File: config.mk
export PLATFORM = sky130hd
export DESIGN_NAME = adc_seq_ctrl
export DESIGN_NICKNAME = d
export VERILOG_FILES = /design/src/rtl/adc_seq_pkg.sv /design/src/rtl/adc_seq_sync.sv /design/src/rtl/adc_seq_mem.sv /design/src/rtl/adc_seq_conv.sv /design/src/rtl/adc_seq_ctrl.sv
export SDC_FILE = /design/constraint.sdc
export NUM_CORES = 1
export LEC_CHECK = 0
export BUFFER_PORTS_ARGS = -buffer_cell sky130_fd_sc_hd__buf_2
export CAP_MARGIN = 5
export CORE_MARGIN = 2
export CORE_UTILIZATION = 40
export CTS_CLUSTER_SIZE = 12
export DETAILED_ROUTE_END_ITERATION = 7
export HOLD_SLACK_MARGIN = 0.12
export SLEW_MARGIN = 10
export SYNTH_ARGS = -nofsm -noshare
export SYNTH_HDL_FRONTEND = slang
export SYNTH_SLANG_ARGS = --single-unit
File: constraint.sdc
create_clock -name clk -period 2.8 [get_ports clk]
set_clock_uncertainty 0.15 [all_clocks]
set_input_delay 0.56 -clock clk [delete_from_list [all_inputs] [get_ports clk]]
set_output_delay 0.56 -clock clk [all_outputs]
set_load 0.02 [all_outputs]
File: src/rtl/adc_seq_pkg.sv
package adc_seq_pkg;

   // one conversion setup; field order fixes the readback bit positions
   typedef struct packed {
      logic       gain;
      logic       bip;
      logic       diff;
      logic [2:0] chan;
   } cfg_t;

   typedef struct packed {
      logic eos;
      cfg_t cfg;
   } entry_t;

   localparam int CFG_W   = $bits(cfg_t);
   localparam int ENTRY_W = $bits(entry_t);

endpackage

File: src/rtl/adc_seq_sync.sv
module adc_seq_sync #(
   parameter int               WIDTH   = 1,
   parameter int               STAGES  = 2,
   parameter logic [WIDTH-1:0] RST_VAL = '0
)(
   input  logic             clk,
   input  logic             rst_n,
   input  logic [WIDTH-1:0] d,
   output logic [WIDTH-1:0] q
);

   generate
      if (STAGES == 0) begin : g_bypass
         assign q = d;
      end else begin : g_chain
         logic [WIDTH-1:0] stage [STAGES];
         always_ff @(posedge clk or negedge rst_n) begin
            if (!rst_n) begin
               for (int i = 0; i < STAGES; i++) stage[i] <= RST_VAL;
            end else begin
               stage[0] <= d;
               for (int i = 1; i < STAGES; i++) stage[i] <= stage[i-1];
            end
         end
         assign q = stage[STAGES-1];
      end
   endgenerate

endmodule

File: src/rtl/adc_seq_mem.sv
module adc_seq_mem import adc_seq_pkg::*; #(
   parameter int DEPTH = 16,
   parameter int PTR_W = 4
)(
   input  logic             clk,
   input  logic             rst_n,
   input  logic             wr_en,
   input  entry_t           wdata,
   input  logic             ptr_clr,
   input  logic             ptr_inc,
   output entry_t           rdata,
   output logic [PTR_W-1:0] ptr
);

   localparam logic [PTR_W-1:0] LAST = PTR_W'(DEPTH - 1);

   entry_t store [DEPTH];

   always_ff @(posedge clk or negedge rst_n) begin
      if (!rst_n) begin
         ptr <= '0;
         for (int i = 0; i < DEPTH; i++) store[i] <= '0;
      end else begin
         if (wr_en) store[ptr] <= wdata;
         if (ptr_clr)      ptr <= '0;
         else if (ptr_inc) ptr <= (ptr == LAST) ? '0 : ptr + 1'b1;
      end
   end

   assign rdata = store[ptr];

endmodule

File: src/rtl/adc_seq_conv.sv
module adc_seq_conv #(
   parameter int CYCLES = 20,
   parameter int DATA_W = 10,
   localparam int CNT_W = $clog2(CYCLES + 1)
)(
   input  logic              clk,
   input  logic              rst_n,
   input  logic              start,
   input  logic [DATA_W-1:0] result_in,
   output logic              busy,
   output logic              done,
   output logic [DATA_W-1:0] result
);

   logic [CNT_W-1:0] cnt;

   assign busy = (cnt != '0);
   assign done = (cnt == CNT_W'(1));

   always_ff @(posedge clk or negedge rst_n) begin
      if (!rst_n) begin
         cnt    <= '0;
         result <= '0;
      end else begin
         if (start && !busy) cnt <= CNT_W'(CYCLES);
         else if (busy)      cnt <= cnt - 1'b1;
         if (done) result <= result_in;
      end
   end

endmodule

File: src/rtl/adc_seq_ctrl.sv
module adc_seq_ctrl import adc_seq_pkg::*; #(
   parameter int DEPTH       = 16,
   parameter int DATA_W      = 10,
   parameter int CONV_CYCLES = 20,
   parameter int SYNC_STAGES = 2,
   localparam int PTR_W      = (DEPTH > 1) ? $clog2(DEPTH) : 1
)(
   input  logic              clk,
   input  logic              rst_n,
   input  logic              cs_n,
   input  logic              convst_n,
   input  logic              rd_n,
   input  logic              wr_n,
   input  logic              shdn_n,
   input  logic [1:0]        mode_sel,
   input  logic [2:0]        pin_chan,
   input  logic              pin_diff,
   input  logic              pin_bip,
   input  logic              pin_gain,
   input  logic              pin_eos,
   input  logic [DATA_W-1:0] conv_result,
   output logic              busy_n,
   output logic [2:0]        act_chan,
   output logic              act_diff,
   output logic              act_bip,
   output logic              act_gain,
   output logic [DATA_W-1:0] data_out,
   output logic              data_oe,
   output logic              nap,
   output logic              sleep
);

   localparam int NSYNC = 7;

   // elaboration checks
   generate
      if (DEPTH < 2) begin : g_bad_depth
         $error("adc_seq_ctrl: DEPTH must be at least 2");
      end
      if (DATA_W <= CFG_W) begin : g_bad_width
         $error("adc_seq_ctrl: DATA_W must exceed the setup width");
      end
      if (CONV_CYCLES < 1) begin : g_bad_conv
         $error("adc_seq_ctrl: CONV_CYCLES must be positive");
      end
   endgenerate

   // input synchronisation
   logic [NSYNC-1:0] raw_in, syn;
   logic [1:0]       mode_s;
   logic             shdn_n_s, cs_n_s, cv_n_s, rd_n_s, wr_n_s;

   assign raw_in = {mode_sel, shdn_n, cs_n, convst_n, rd_n, wr_n};

   adc_seq_sync #(
      .WIDTH   (NSYNC),
      .STAGES  (SYNC_STAGES),
      .RST_VAL (7'b0011111)
   ) u_sync (
      .clk   (clk),
      .rst_n (rst_n),
      .d     (raw_in),
      .q     (syn)
   );

   assign {mode_s, shdn_n_s, cs_n_s, cv_n_s, rd_n_s, wr_n_s} = syn;

   // mode decode and edge detection
   logic prog_mode, run_mode, direct_mode;
   logic wr_q, rd_q, cv_q, prog_q;
   logic wr_rise, rd_rise, cv_fall, prog_rise;
   cfg_t dir_q;

   assign direct_mode = !mode_s[1];
   assign prog_mode   = mode_s[1] && !mode_s[0];
   assign run_mode    = mode_s[1] &&  mode_s[0];

   always_ff @(posedge clk or negedge rst_n) begin
      if (!rst_n) begin
         wr_q   <= 1'b1;
         rd_q   <= 1'b1;
         cv_q   <= 1'b1;
         prog_q <= 1'b0;
      end else begin
         wr_q   <= wr_n_s;
         rd_q   <= rd_n_s;
         cv_q   <= cv_n_s;
         prog_q <= prog_mode;
      end
   end

   assign wr_rise   = wr_n_s && !wr_q;
   assign rd_rise   = rd_n_s && !rd_q;
   assign cv_fall   = !cv_n_s && cv_q;
   assign prog_rise = prog_mode && !prog_q;

   // sequence memory
   cfg_t             pin_cfg;
   entry_t           rd_entry;
   logic [PTR_W-1:0] ptr;
   logic             conv_busy, conv_done, conv_start;
   logic             mem_wr, ptr_clr, ptr_inc;
   logic [DATA_W-1:0] conv_res;

   assign pin_cfg = {pin_gain, pin_bip, pin_diff, pin_chan};

   assign mem_wr  = prog_mode && wr_rise;
   assign ptr_clr = prog_rise || (run_mode && conv_done && rd_entry.eos);
   assign ptr_inc = (prog_mode && (wr_rise || (rd_rise && !cs_n_s)))
                 || (run_mode && conv_done && !rd_entry.eos);

   adc_seq_mem #(
      .DEPTH (DEPTH),
      .PTR_W (PTR_W)
   ) u_mem (
      .clk     (clk),
      .rst_n   (rst_n),
      .wr_en   (mem_wr),
      .wdata   ({pin_eos, pin_cfg}),
      .ptr_clr (ptr_clr),
      .ptr_inc (ptr_inc),
      .rdata   (rd_entry),
      .ptr     (ptr)
   );

   // conversion timer
   assign conv_start = cv_fall && !cs_n_s && shdn_n_s && !prog_mode;

   adc_seq_conv #(
      .CYCLES (CONV_CYCLES),
      .DATA_W (DATA_W)
   ) u_conv (
      .clk       (clk),
      .rst_n     (rst_n),
      .start     (conv_start),
      .result_in (conv_result),
      .busy      (conv_busy),
      .done      (conv_done),
      .result    (conv_res)
   );

   // direct-mode latch and active setup
   cfg_t act_cfg;

   always_ff @(posedge clk or negedge rst_n) begin
      if (!rst_n)                     dir_q <= '0;
      else if (direct_mode && wr_rise) dir_q <= pin_cfg;
   end

   always_comb begin
      if (run_mode)                     act_cfg = rd_entry.cfg;
      else if (direct_mode && !wr_n_s)  act_cfg = pin_cfg;
      else                              act_cfg = dir_q;
   end

   assign {act_gain, act_bip, act_diff, act_chan} = act_cfg;

   // data bus
   logic [DATA_W-1:0] rb_word;

   always_comb begin
      rb_word              = '0;
      rb_word[CFG_W-1:0]   = rd_entry.cfg;
      rb_word[DATA_W-1]    = rd_entry.eos;
   end

   assign data_out = prog_mode ? rb_word : conv_res;
   assign data_oe  = !cs_n_s && !rd_n_s;

   // busy and power states
   assign busy_n = !(conv_busy || prog_mode);
   assign nap    = !shdn_n_s && !cs_n_s;
   assign sleep  = !shdn_n_s &&  cs_n_s;

endmodule

# Yosys cells after proc, flatten, opt, wreduce, memory -nomap -nowiden
# Cells that the tools add are included.
classes:
  n_eq_ne: 2
  n_addsub: 2
  n_mux: 14
  bitwise: 1
  n_lt_le_gt_ge: 2
  n_reduce_logical: 43
ops:
  columns: ["op", "n"]
  rows:
  - ["bitwise mux 112 bit", 1]
  - ["binary-select mux 7 bit (select 4 bit)", 1]
  - ["demux 7 bit (select 4 bit)", 1]
  - ["logical AND 1 bit", 22]
  - ["2-to-1 mux 7 bit", 3]
  - ["logical NOT 1 bit", 14]
  - ["2-to-1 mux 4 bit", 3]
  - ["2-to-1 mux 6 bit", 2]
  - ["2-to-1 mux 10 bit", 1]
  - ["2-to-1 mux 5 bit", 2]
  - ["== test 5 x 1 -> 1 bit, second input constant", 1]
  - ["greater-or-equal comparator 5 bit, second input constant", 1]
  - ["< comparator 5 x 1 -> 1 bit, second input constant", 1]
  - ["inverter 4 -> 5 bit", 1]
  - ["nonzero test 5 bit", 1]
  - ["subtractor 5 x 1 -> 5 bit, second input constant", 1]
  - ["adder 4 x 1 -> 4 bit, second input constant", 1]
  - ["== test 4 bit, second input constant", 1]
  - ["logical OR 1 bit", 4]
  - ["nonzero test 2 bit", 2]
word_totals:
  ff_bits: 155
  out_inout_bits: 20
  wordCells: 157

# Depth between registers and ports, before layout
# Gate-level depths: netlist of the first run.
depth:
  depth_word: 9
  mapped_depth: 9
  mapped_depth_nobuf: 7

# Modules after synthesis
# Synthesis of the first run repeated with hierarchy kept, for this count alone.
unflattened:
  cells_unflattened: 476
  area_unflattened_um2: 7269.5
modules_own_cells:
  columns: ["mod", "seq_area_each_um2", "area_per_inst_um2", "instances", "cells_per_inst"]
  rows:
  - ["adc_seq_mem", 2902.8, 5407.7, 1, 342]
  - ["adc_seq_ctrl", 254.0, 782.0, 1, 65]
  - ["adc_seq_conv", 375.4, 664.4, 1, 48]
  - ["adc_seq_sync", 362.8, 415.4, 1, 21]

# Worst setup path before layout of the first run
# OpenSTA, ideal clock, no wires.
synth_path:
  path_type: "register to output"
  from: "register u_mem.ptr[1]"
  to: "output act_chan[0]"
  path_slack_ps: 319
  n_path_buf: 2
  arrival_ps: 1771
  path_stages_with_launch: 7
  cell_sequence: "dfrtp_1 buf_2 clkbuf_1 mux4_2 a22o_1 a221oi_2 o21ai_1"
synth_via:
  elab_chain_len: 5
synth_rtl:
  columns: ["element", "line", "source"]
  rows:
  - ["start: declaration", "adc_seq_mem.sv:12", "output logic [PTR_W-1:0] ptr"]
  - ["start signal: assignment", "adc_seq_mem.sv:26", "else if (ptr_inc) ptr <= (ptr == LAST) ? '0 : ptr + 1'b1;"]
  - ["inverter 4 -> 5 bit (implied by the code)", "adc_seq_mem.sv:30", "assign rdata = store[ptr];"]
  - ["binary-select mux 7 bit (select 4 bit)", "adc_seq_mem.sv:30", null]
  - ["2-to-1 mux 7 bit (implied by the code) (2 in series)", "adc_seq_mem.sv:30", null]
  - ["2-to-1 mux 6 bit", "adc_seq_ctrl.sv:151", "if (run_mode) act_cfg = rd_entry.cfg;"]
  - ["end: declaration", "adc_seq_ctrl.sv:23", "output logic [2:0] act_chan,"]
# Every way passes these cells. The select of a mux whose other input is x is not followed.

# Final worst setup path of the first run
layout_path:
  from: "register u_mem.ptr[0]"
  to: "output act_gain"
layout_via:
  elab_chain_len: 5
layout_rtl:
  columns: ["element", "line", "source"]
  rows:
  - ["inverter 4 -> 5 bit (implied by the code)", "adc_seq_mem.sv:30", null]
  - ["binary-select mux 7 bit (select 4 bit)", "adc_seq_mem.sv:30", null]
  - ["2-to-1 mux 7 bit (implied by the code) (2 in series)", "adc_seq_mem.sv:30", null]
  - ["2-to-1 mux 6 bit", "adc_seq_ctrl.sv:151", null]
  - ["end: declaration", "adc_seq_ctrl.sv:26", "output logic act_gain,"]
# Every way passes these cells. The select of a mux whose other input is x is not followed.

==> flow_metrics.tcl, run 1 <==
set metrics [dict create \
    htreeDepth 4 \
    cap_viol_max_count 0 \
    cts_max_path_buffers 2 \
    hold_viol_final 0 \
    syn-cell-area_um2 7080 \
    grt_pass1_wl_um 26300 \
    p_leak_nw 3.57 \
    wl_met1_um 7420 \
    num-nets-final 590 \
    violations "setup timing" \
    synth_cell_types 45 \
    cts.sinks 155 \
    globalplace.congestion 0.785 \
    grt_start_max_net_pins 62 \
    synth_cells 481 \
    rsz0062_at_grt "true" \
    ys_dominant_reg_cell "dfrtp_1" \
    synth_nets 514 \
    antennaDiodeCount 0 \
    max_freq_mhz 319 \
    fin_crit_ns 3.14 \
    io_pins 46 \
    dr.pass1.iters 4 \
    finalPower_w 0.00702 \
    area_growth_pct 20.0 \
    tritoncts "built" \
    setup_ws_ns -0.337 \
    worst_pin_slew_ns 0.769 \
    drtIter0Drc 217 \
    grt_pass1_vias 4606 \
    insertion_delay_ns 0.43 \
    wl_per_cell_um 20.7 \
    antenna_found_initial 0 \
    yosysSeqAreaShare_pct 55.0 \
    vias 4358 \
    ir_drop_uv 470 \
    maxSlewHeadroom_pct 48.8 \
    finalSetupViolations 13 \
    wl_um 16400 \
    hp-class "flop to flop" \
    post-route-period-util_pct 112 \
    tns_ns -3.88 \
    clk_pin_slew_ns 0.06 \
    dieArea_um2 18800 \
    final_common_cell "dfrtp_1" \
    drc 0 \
    critPathMaxFanout 6 \
    rows 48 \
    yosysWarnings 0 \
    outcome "complete, but fails checks" \
    synth_async_sr_flop_share_pct 100 \
    clock-root-buffer "clkbuf_16" \
    die_h_um 137 \
    top_layer "met4" \
    port-buffer-count 45 \
    grt_use_total_pct 19.2 \
    dp_hpwl_um 11400 \
    vias_per_cell 5.49 \
    crit_required_ns 2.09 \
    avgSynthCellArea_um2 14.7 \
    drive_above_1_share_pct 38.8 \
    start_util_pct 40.9 \
    cts_made_buffers 17 \
    grt_overflow_total 0 \
    mostFrequentLayoutCells "dfrtp_1 (141), mux2_1 (66), mux2_2 (62)" \
    synth_edf_count 0 \
    holdWs_ns 0.198 \
    slew_violations 0 \
    cp-end-kind "output port" \
    wl_met3_um 683 \
    synth-seq-cells 155 \
    wl_met2_um 7750 \
    cp.arrival_ns 2.43 \
    crit_type "flop to output port" \
    dieWidth_um 137 \
    p_per_area_nw_per_um2 827 \
    cp-start-kind "flop" \
    ant_nets 0 \
    core_area_um2 17300 \
]
-- through the flow --
step           instances  instance area, um2  setup slack, ns  util [%]
2_1_floorplan        481                7080            0.319         -
3_3_place_gp         746                7650           0.0562      44.2
3_5_place_dp         746                7650           0.0297      44.2
4_1_cts              790                8360           -0.380      48.4
5_1_grt              794                8490           -0.425      49.1
6_report             794                8490           -0.337      49.1
-- final timing paths --
| check | slack, ns | startpoint | to | cells past startpoint |
|---|---|---|---|---|
| max | -0.34 | u_mem.ptr[0]$_DFFE_PN0P_ | act_gain | 6 |
| min | 0.20 | u_sync.g_chain.stage[13]$_DFF_PN0_ | u_sync.q[6]$_DFF_PN0_ | 0 |
| max reg2reg | 0.34 | u_mem.ptr[3]$_DFFE_PN0P_ | u_mem.store[8]$_DFFE_PN0P_ | 3 |
| min reg2reg | 0.20 | u_sync.g_chain.stage[13]$_DFF_PN0_ | u_sync.q[6]$_DFF_PN0_ | 0 |
| max in group asynchronous | 1.31 | rst_n | dir_q[3]$_DFFE_PN0P_ | 3 |
| min in group asynchronous | 0.52 | rst_n | u_conv.cnt[1]$_DFFE_PN0P_ | 2 |
-- cell families after synthesis --
| kind of cell | synth area share [%] |
|---|---|
| flops | 55.0 |
| buf+inv | 2.49 |
| xor+xnor | 0.124 |
| compound gates | 5.76 |
| fa+ha+maj | 1.24 |
| mux | 30.5 |
| simple gates | 4.84 |
-- critical path, cell delays in order, from the launching register on --
cell and delay (ns):
dfrtp_2 0.47, clkbuf_16 0.19, mux4_2 0.51, a22o_4 0.28, a221oi_4 0.30, o21ai_2 0.11
buf_6 0.14
-- area by class of cell --
cell class	instances	area [um2]
Timing Repair Buffer	83	636
Clock buffer	20	457
Fill cell	1484	8800
Clock inverter	11	96.3
Multi-Input combinational cell	294	3100
Inverter	6	22.5
Tap cell	225	282
Sequential cell	155	3900
-- synth_stat cells (7+ instances only) --
cell type    n  area (um2)
mux4_2      14         315
nand3_1      7        35.0
ha_1         7        87.6
buf_2        9        45.0
mux2_1      66         743
mux2_2      62         698
dfstp_2     13         342
clkbuf_1    12        45.0
dfrtp_1    142        3550
nand2_1     28         105
o21ai_1     13        65.1
and2_1       9        56.3
nor2_1      12        45.0
mux4_1      14         368
a21oi_1     11        55.1
-- flip-flops by register name, indices dropped and copies added (netlist names) --
signal,flops
u_conv.cnt,5
u_sync.q,7
u_mem.store,112
u_mem.ptr,4
dir_q,6
rd_q,1
u_sync.g_chain.stage,7
cv_q,1
wr_q,1
prog_q,1
u_conv.result,10
-- per-layer routing --
layer	global-route usage, %	vias up
li1	-	1937
met1	25.9	2290
met2	30.0	98
met3	4.15	33
met4	8.48	0
met5	0	-
-- timing repair --
item                       in CTS  in global routing
pin swaps                       3                  9
hold endpoints to repair       50                  0
gates cloned                    0                  1
gates resized for setup         7                 22
hold buffers                    8                  0
buffers inserted                5                  3
setup endpoints to repair      13                 14
-- power breakdown --
part / leakage (nW) / switching (W) / internal, W
Clock: 0.272 / 0.000909 / 0.00126
Sequential: 1.80 / 0.000254 / 0.00267
Combinational: 1.50 / 0.000917 / 0.00101
(Power assumes the default switching activity.)
==> run 2: changes to the inputs <==
==> constraint.sdc (replaced) <==
create_clock -name clk -period 2.8 [get_ports clk]
set_clock_uncertainty 0.15 [all_clocks]
set_input_delay 0.28 -clock clk [delete_from_list [all_inputs] [get_ports clk]]
set_output_delay 0.28 -clock clk [all_outputs]
set_load 0.02 [all_outputs]
==> run 2 against run 1 <==
- flip-flop and latch count is the same
- fmax grew 9.2%
- highest routed layer unchanged
- design area grew 1.2%
- largest power group unchanged
- sequential power is essentially flat
- critical path depth is the same
- critical endpoint is now data_out[4]
- the flow still finishes with violations (setup timing)
- combinational power is essentially flat
- core utilization grew 0.57 points
==> flow_metrics.tcl, run 2 (synthesis gave the netlist of run 1 again) <==
set metrics [dict create \
    critPathMaxFanout 8 \
    insertion_delay_ns 0.42 \
    dp_hpwl_um 10900 \
    die_h_um 137 \
    worstPathBufferInverterCount 2 \
    rsz0062_at_grt "true" \
    cpPeakStageDelay_ns 0.52 \
    p_per_area_nw_per_um2 836 \
    regMostFlops "u_mem.store" \
    grt_overflow_total 0 \
    crit_family "compound AO/OA/AOI/OAI gates" \
    outcome "complete, but fails checks" \
    grt_pass1_wl_um 25800 \
    dieArea_um2 18800 \
    wl_per_cell_um 20.2 \
    cts_max_path_buffers 2 \
    vias 4411 \
    slew_violations 0 \
    grt_use_total_pct 18.5 \
    io_pins 46 \
    start_util_pct 40.9 \
    multi_input_area_um2 3060 \
    drtIter0Drc 239 \
    num-nets-final 596 \
    htreeDepth 4 \
    antenna_found_initial 0 \
    ant_nets 0 \
    dieWidth_um 137 \
    setup_ws_ns -0.0733 \
    cp-start-kind "flop" \
    crit_required_ns 2.37 \
    core_area_um2 17300 \
    dp.cells 738 \
    maxSlewHeadroom_pct 52.9 \
    grt_pass1_vias 4582 \
    largest_register_ff_count 112 \
    grt_start_max_net_pins 58 \
    clk_pin_slew_ns 0.06 \
    vias_per_cell 5.51 \
    drc 0 \
    final_common_cell "dfrtp_1" \
    cap_viol_max_count 0 \
    crit_slowest_cell "mux4_2" \
    mostFrequentLayoutCells "dfrtp_1 (141), mux2_1 (66), mux2_2 (62)" \
    final_cells 800 \
    finalSetupViolations 9 \
    antennaDiodeCount 0 \
    tns_ns -0.344 \
    top_regs "u_mem.store: 112 flops, u_conv.result: 10 flops" \
    tritoncts "built" \
    rows 48 \
    crit_type "flop to output port" \
    p_leak_nw 3.58 \
    layout.area.seq_um2 3900 \
    cp-end-kind "output port" \
    violations "setup timing" \
    post-route-period-util_pct 103 \
    wl_um 16100 \
    area_growth_pct 21.4 \
    clock-root-buffer "clkbuf_16" \
    path_cells "buf_8 -> mux4_2 -> a22o_1 -> a221oi_4 -> o21ai_1 -> buf_4" \
    hp-class "primary input to flop" \
    port-buffer-count 45 \
    globalplace.congestion 0.788 \
    dr.pass1.iters 4 \
    ir_drop_uv 495 \
    cp.arrival_ns 2.44 \
    hold_viol_final 0 \
    fin_crit_ns 2.87 \
    fill_cells 1491 \
    max_freq_mhz 348 \
    cts_made_buffers 17 \
    finalPower_w 0.00718 \
    worst_pin_slew_ns 0.707 \
    cts.sinks 155 \
    drive_above_1_share_pct 37.9 \
]
-- run 2: cell count changes in the layout (fill, tap and decap cells not counted), sizes merged --
cell         delta
dlygate4sd3    +11
inv             +1
buf             -4
bufinv          +1
clkinv          -2
clkinvlp        -1
-- run 2: final cells by class --
| type | instances | area share [%] |
|---|---|---|
| Inverter | 6 | 0.262 |
| Tap cell | 225 | 3.28 |
| Timing Repair Buffer | 89 | 8.53 |
| Sequential cell | 155 | 45.4 |
| Multi-Input combinational cell | 294 | 35.7 |
| Clock inverter | 10 | 1.33 |
| Clock buffer | 21 | 5.59 |
-- run 2: routing by layer --
metal | part of all wire (%) | GRT usage [%] | wire [um]
met1 | 45 | 24.5 | 7260
met2 | 49 | 30.2 | 7950
met3 | 3.8 | 4.33 | 608
met4 | 1.9 | 5.61 | 306
met5 | 0 | 0 | 0
-- run 2: timing repair --
item | in CTS | in global routing
setup endpoints to repair | 13 | 13
cloned | 2 | 0
endpoints found under the hold margin | 90 | 0
hold buffers | 19 | 0
resized for setup | 24 | 15
setup buffers | 3 | 8
pin swaps | 14 | 6
-- run 2: final timing paths --
kind                                                     from                     endpoint  slack [ns]  cells after the start
min reg2reg                u_sync.g_chain.stage[13]$_DFF_PN0_        u_sync.q[6]$_DFF_PN0_        0.19                      0
max in group asynchronous                               rst_n  u_mem.store[95]$_DFFE_PN0P_        1.57                      3
max reg2reg                          u_mem.ptr[3]$_DFFE_PN0P_  u_mem.store[23]$_DFFE_PN0P_        0.36                      3
min in group asynchronous                               rst_n    u_conv.cnt[0]$_DFFE_PN0P_        0.23                      2
max                                  u_mem.ptr[0]$_DFFE_PN0P_                  data_out[4]       -0.07                      6
min                                                   pin_eos  u_mem.store[55]$_DFFE_PN0P_        0.16                      2
-- run 2: worst register-to-register path, stage by stage (launching register included) --
cell and delay, ns:
dfrtp_1 0.60, and2_1 0.66, nand2_1 0.48, mux2_1 0.44
-- run 2: metrics by stage --
stage	hold WS, ns	setup slack, ns	instance area, um2	utilization [%]
2_1_floorplan	-0.166	0.599	7080	-
3_3_place_gp	0.125	0.302	7580	43.8
3_5_place_dp	0.134	0.300	7580	43.8
4_1_cts	0.142	-0.0916	8510	49.2
5_1_grt	0.176	-0.142	8590	49.7
6_report	0.162	-0.0733	8590	49.7
-- run 2: where the power goes --
part / internal [W] / total [W] / switching, W
logic: 0.00103 / 0.00195 / 0.000917
registers: 0.00267 / 0.00293 / 0.000262
clock network: 0.00140 / 0.00230 / 0.000898
==> run 3: changes to the inputs <==
Settings changed: ABC_AREA set to 1.
==> run 3 against run 2 <==
- the flow now finishes without violations
- clock power about the same
- core utilization decreased by 1.7 points
- combinational power decreased by 25%
- routed wire length increased by 15%
- synthesized cell count increased by 73%
- die area decreased by 1.2%
- highest routed layer unchanged
==> flow_metrics.tcl, run 3 <==
set metrics [dict create \
    cap_viol_max_count 0 \
    vias 5729 \
    max_freq_mhz 374 \
    fin_crit_ns 2.67 \
    grt_use_total_pct 21.3 \
    core_area_um2 17200 \
    wl_um 18500 \
    hp-class "flop to flop" \
    tns_ns 0 \
    vias_per_cell 5.09 \
    p_leak_nw 4.05 \
    synth_nets 867 \
    yosysWarnings 0 \
    synth_async_sr_flop_share_pct 100 \
    rsz0062_at_grt "true" \
    reg2regPathDepth 7 \
    netlist_top_cells_area "dfrtp_1 (51%), nand2_1 (13%), o21ai_0 (11%)" \
    finalSetupViolations 0 \
    synthSimpleGateAreaFrac_pct 21.0 \
    start_util_pct 40.7 \
    synth_common_cells "nand2_1 (246), o21ai_0 (147), dfrtp_1 (142), nor2_1 (67), inv_1 (43)" \
    cts_made_buffers 17 \
    mostFrequentLayoutCells "nand2_1 (246), o21ai_0 (147), dfrtp_1 (141)" \
    area_growth_pct 18.0 \
    crit_path_start "u_mem.ptr[0]$_DFFE_PN0P_" \
    p_per_area_nw_per_um2 783 \
    crit_required_ns 2.37 \
    grt_start_max_net_pins 69 \
    io_pins 46 \
    top_regs "u_mem.store: 112 flops, u_conv.result: 10 flops" \
    insertion_delay_ns 0.43 \
    cts_max_path_buffers 2 \
    r2r_slack_ns 0.63 \
    utilization_pct 48.0 \
    synthAdderAreaFrac_pct 1.25 \
    dieWidth_um 136 \
    cts.sinks 155 \
    cts_setup_buffers 0 \
    endpoint "act_bip" \
    yosysSeqAreaShare_pct 55.7 \
    drtIter0Drc 514 \
    synth_cell_types 30 \
    cp-end-kind "output port" \
    rr_startpoint "u_mem.ptr[0]$_DFFE_PN0P_" \
    antennaDiodeCount 0 \
    largest_register_ff_count 112 \
    port-buffer-count 45 \
    ys_dominant_reg_cell "dfrtp_1" \
    synth_mux_area_share_pct 0 \
    regMostFlops "u_mem.store" \
    syn-cell-area_um2 6990 \
    maxSlewHeadroom_pct 54.8 \
    grt_overflow_total 0 \
    wl_per_cell_um 16.5 \
    synth-seq-cells 155 \
    die_h_um 136 \
    hold_viol_final 0 \
    tritoncts "built" \
    synth_top_family_by_area "simple AND/OR/NAND/NOR gates" \
    htreeDepth 4 \
    cp.arrival_ns 2.24 \
    grt_pass1_wl_um 30000 \
    globalplace.congestion 0.925 \
    min_from "u_sync.g_chain.stage[13]$_DFF_PN0_" \
    final_common_cell "nand2_1" \
    drive_above_1_share_pct 14.9 \
    ant_nets 0 \
    synth_xor_xnor_area_share_pct 0.376 \
    critPathMaxFanout 32 \
    antenna_found_initial 0 \
    worst_pin_slew_ns 0.678 \
    r2r-end "u_mem.store[4]$_DFFE_PN0P_" \
    crit_type "flop to output port" \
    rows 48 \
    synth_top_area_share_pct 50.8 \
    avgSynthCellArea_um2 8.38 \
    cp-start-kind "flop" \
    slew_violations 0 \
    dr.pass1.iters 5 \
    yosysMostFrequentCell "nand2_1" \
    synth_top_cell_by_area "dfrtp_1" \
    post-route-period-util_pct 95.5 \
    dieArea_um2 18500 \
    dp_hpwl_um 12300 \
    synth_cells 834 \
    ir_drop_uv 505 \
    outcome "complete, no violations" \
    synth_compound_gate_area_share_pct 15.9 \
    synth_edf_count 0 \
    clock-root-buffer "clkbuf_16" \
    num-nets-final 920 \
    grt_pass1_vias 5531 \
    clk_pin_slew_ns 0.07 \
    drc 0 \
]
## run 3: cell types whose count changed in the layout (fill, tap and decap cells not counted), sizes merged, moves of 6 or more
cell and delta:
nand2 +219, o21ai +168, mux2 -129, nor2 +61
inv +46, mux4 -28, o22ai +23, nand3 +20
a21oi -9, and2 -9, a21boi -6, a221oi -6
a22o -6, nand4 +6
## run 3: worst min-delay path by stage
stage                                              end  slack (ns)  cells past startpoint
after floorplan                   dir_q[0]$_DFFE_PN0P_       -0.17                      0
after global placement           u_sync.q[6]$_DFF_PN0_        0.19                      0
after detailed placement  u_mem.store[105]$_DFFE_PN0P_        0.19                      1
after CTS                        u_sync.q[6]$_DFF_PN0_        0.20                      0
after global routing             u_sync.q[2]$_DFF_PN1_        0.21                      0
final                            u_sync.q[6]$_DFF_PN0_        0.20                      0
## run 3: kinds of logic after synthesis
| logic type | count (synthesis) |
|---|---|
| simple gates | 357 |
| compound gates | 214 |
| flops | 155 |
| buf+inv | 98 |
| fa+ha+maj | 7 |
| xor+xnor | 3 |
## run 3: layer usage
layer / vias up / part of all wire (%) / global-route usage, % / wire length [um]
li1: 2828 / - / - / -
met1: 2725 / 48 / 30.6 / 8970
met2: 154 / 45 / 32.4 / 8390
met3: 22 / 4.3 / 4.03 / 805
met4: 0 / 1.9 / 7.12 / 350
met5: - / 0 / 0 / 0
## run 3: repair_timing
action	4_1_cts	5_1_grt
endpoints found under the setup margin	0	4
resized for setup	0	2
hold buffers	18	0
hold endpoints to repair	81	0
## run 3: through the flow
| stage | total power, W | cell area (um2) | hold WS [ns] | instances | setup WS [ns] |
|---|---|---|---|---|---|
| 2_1_floorplan | 0.00367 | 6990 | -0.166 | 834 | 0.866 |
| 3_3_place_gp | 0.00415 | 7460 | 0.188 | 1075 | 0.586 |
| 3_5_place_dp | 0.00417 | 7460 | 0.186 | 1075 | 0.550 |
| 4_1_cts | 0.00649 | 8240 | 0.201 | 1125 | 0.0851 |
| 5_1_grt | 0.00682 | 8250 | 0.210 | 1125 | -0.0136 |
| 6_report | 0.00645 | 8250 | 0.199 | 1125 | 0.127 |
## run 3: final cells by class
class | count | area [um2]
clock buffer | 19 | 475
clock inverter | 13 | 118
fill | 1717 | 8930
inverter | 48 | 185
multi-input combinational | 581 | 2690
sequential | 155 | 3900
tap | 225 | 282
timing repair buffer | 84 | 598
## run 3: critical path, stage by stage (launching register included)
cell and delay (ns):
dfrtp_2 0.37, buf_4 0.33, o21ai_0 0.17, o22ai_1 0.33
nand2_1 0.13, nand4_1 0.15, nand2_1 0.06, o21ai_1 0.08
buf_2 0.19
## run 3: report_power, final
group	internal [W]	switching (W)
Sequential	0.00254	0.000154
Combinational	0.000489	0.000979
Clock	0.00128	0.00102
Total	0.00430	0.00215
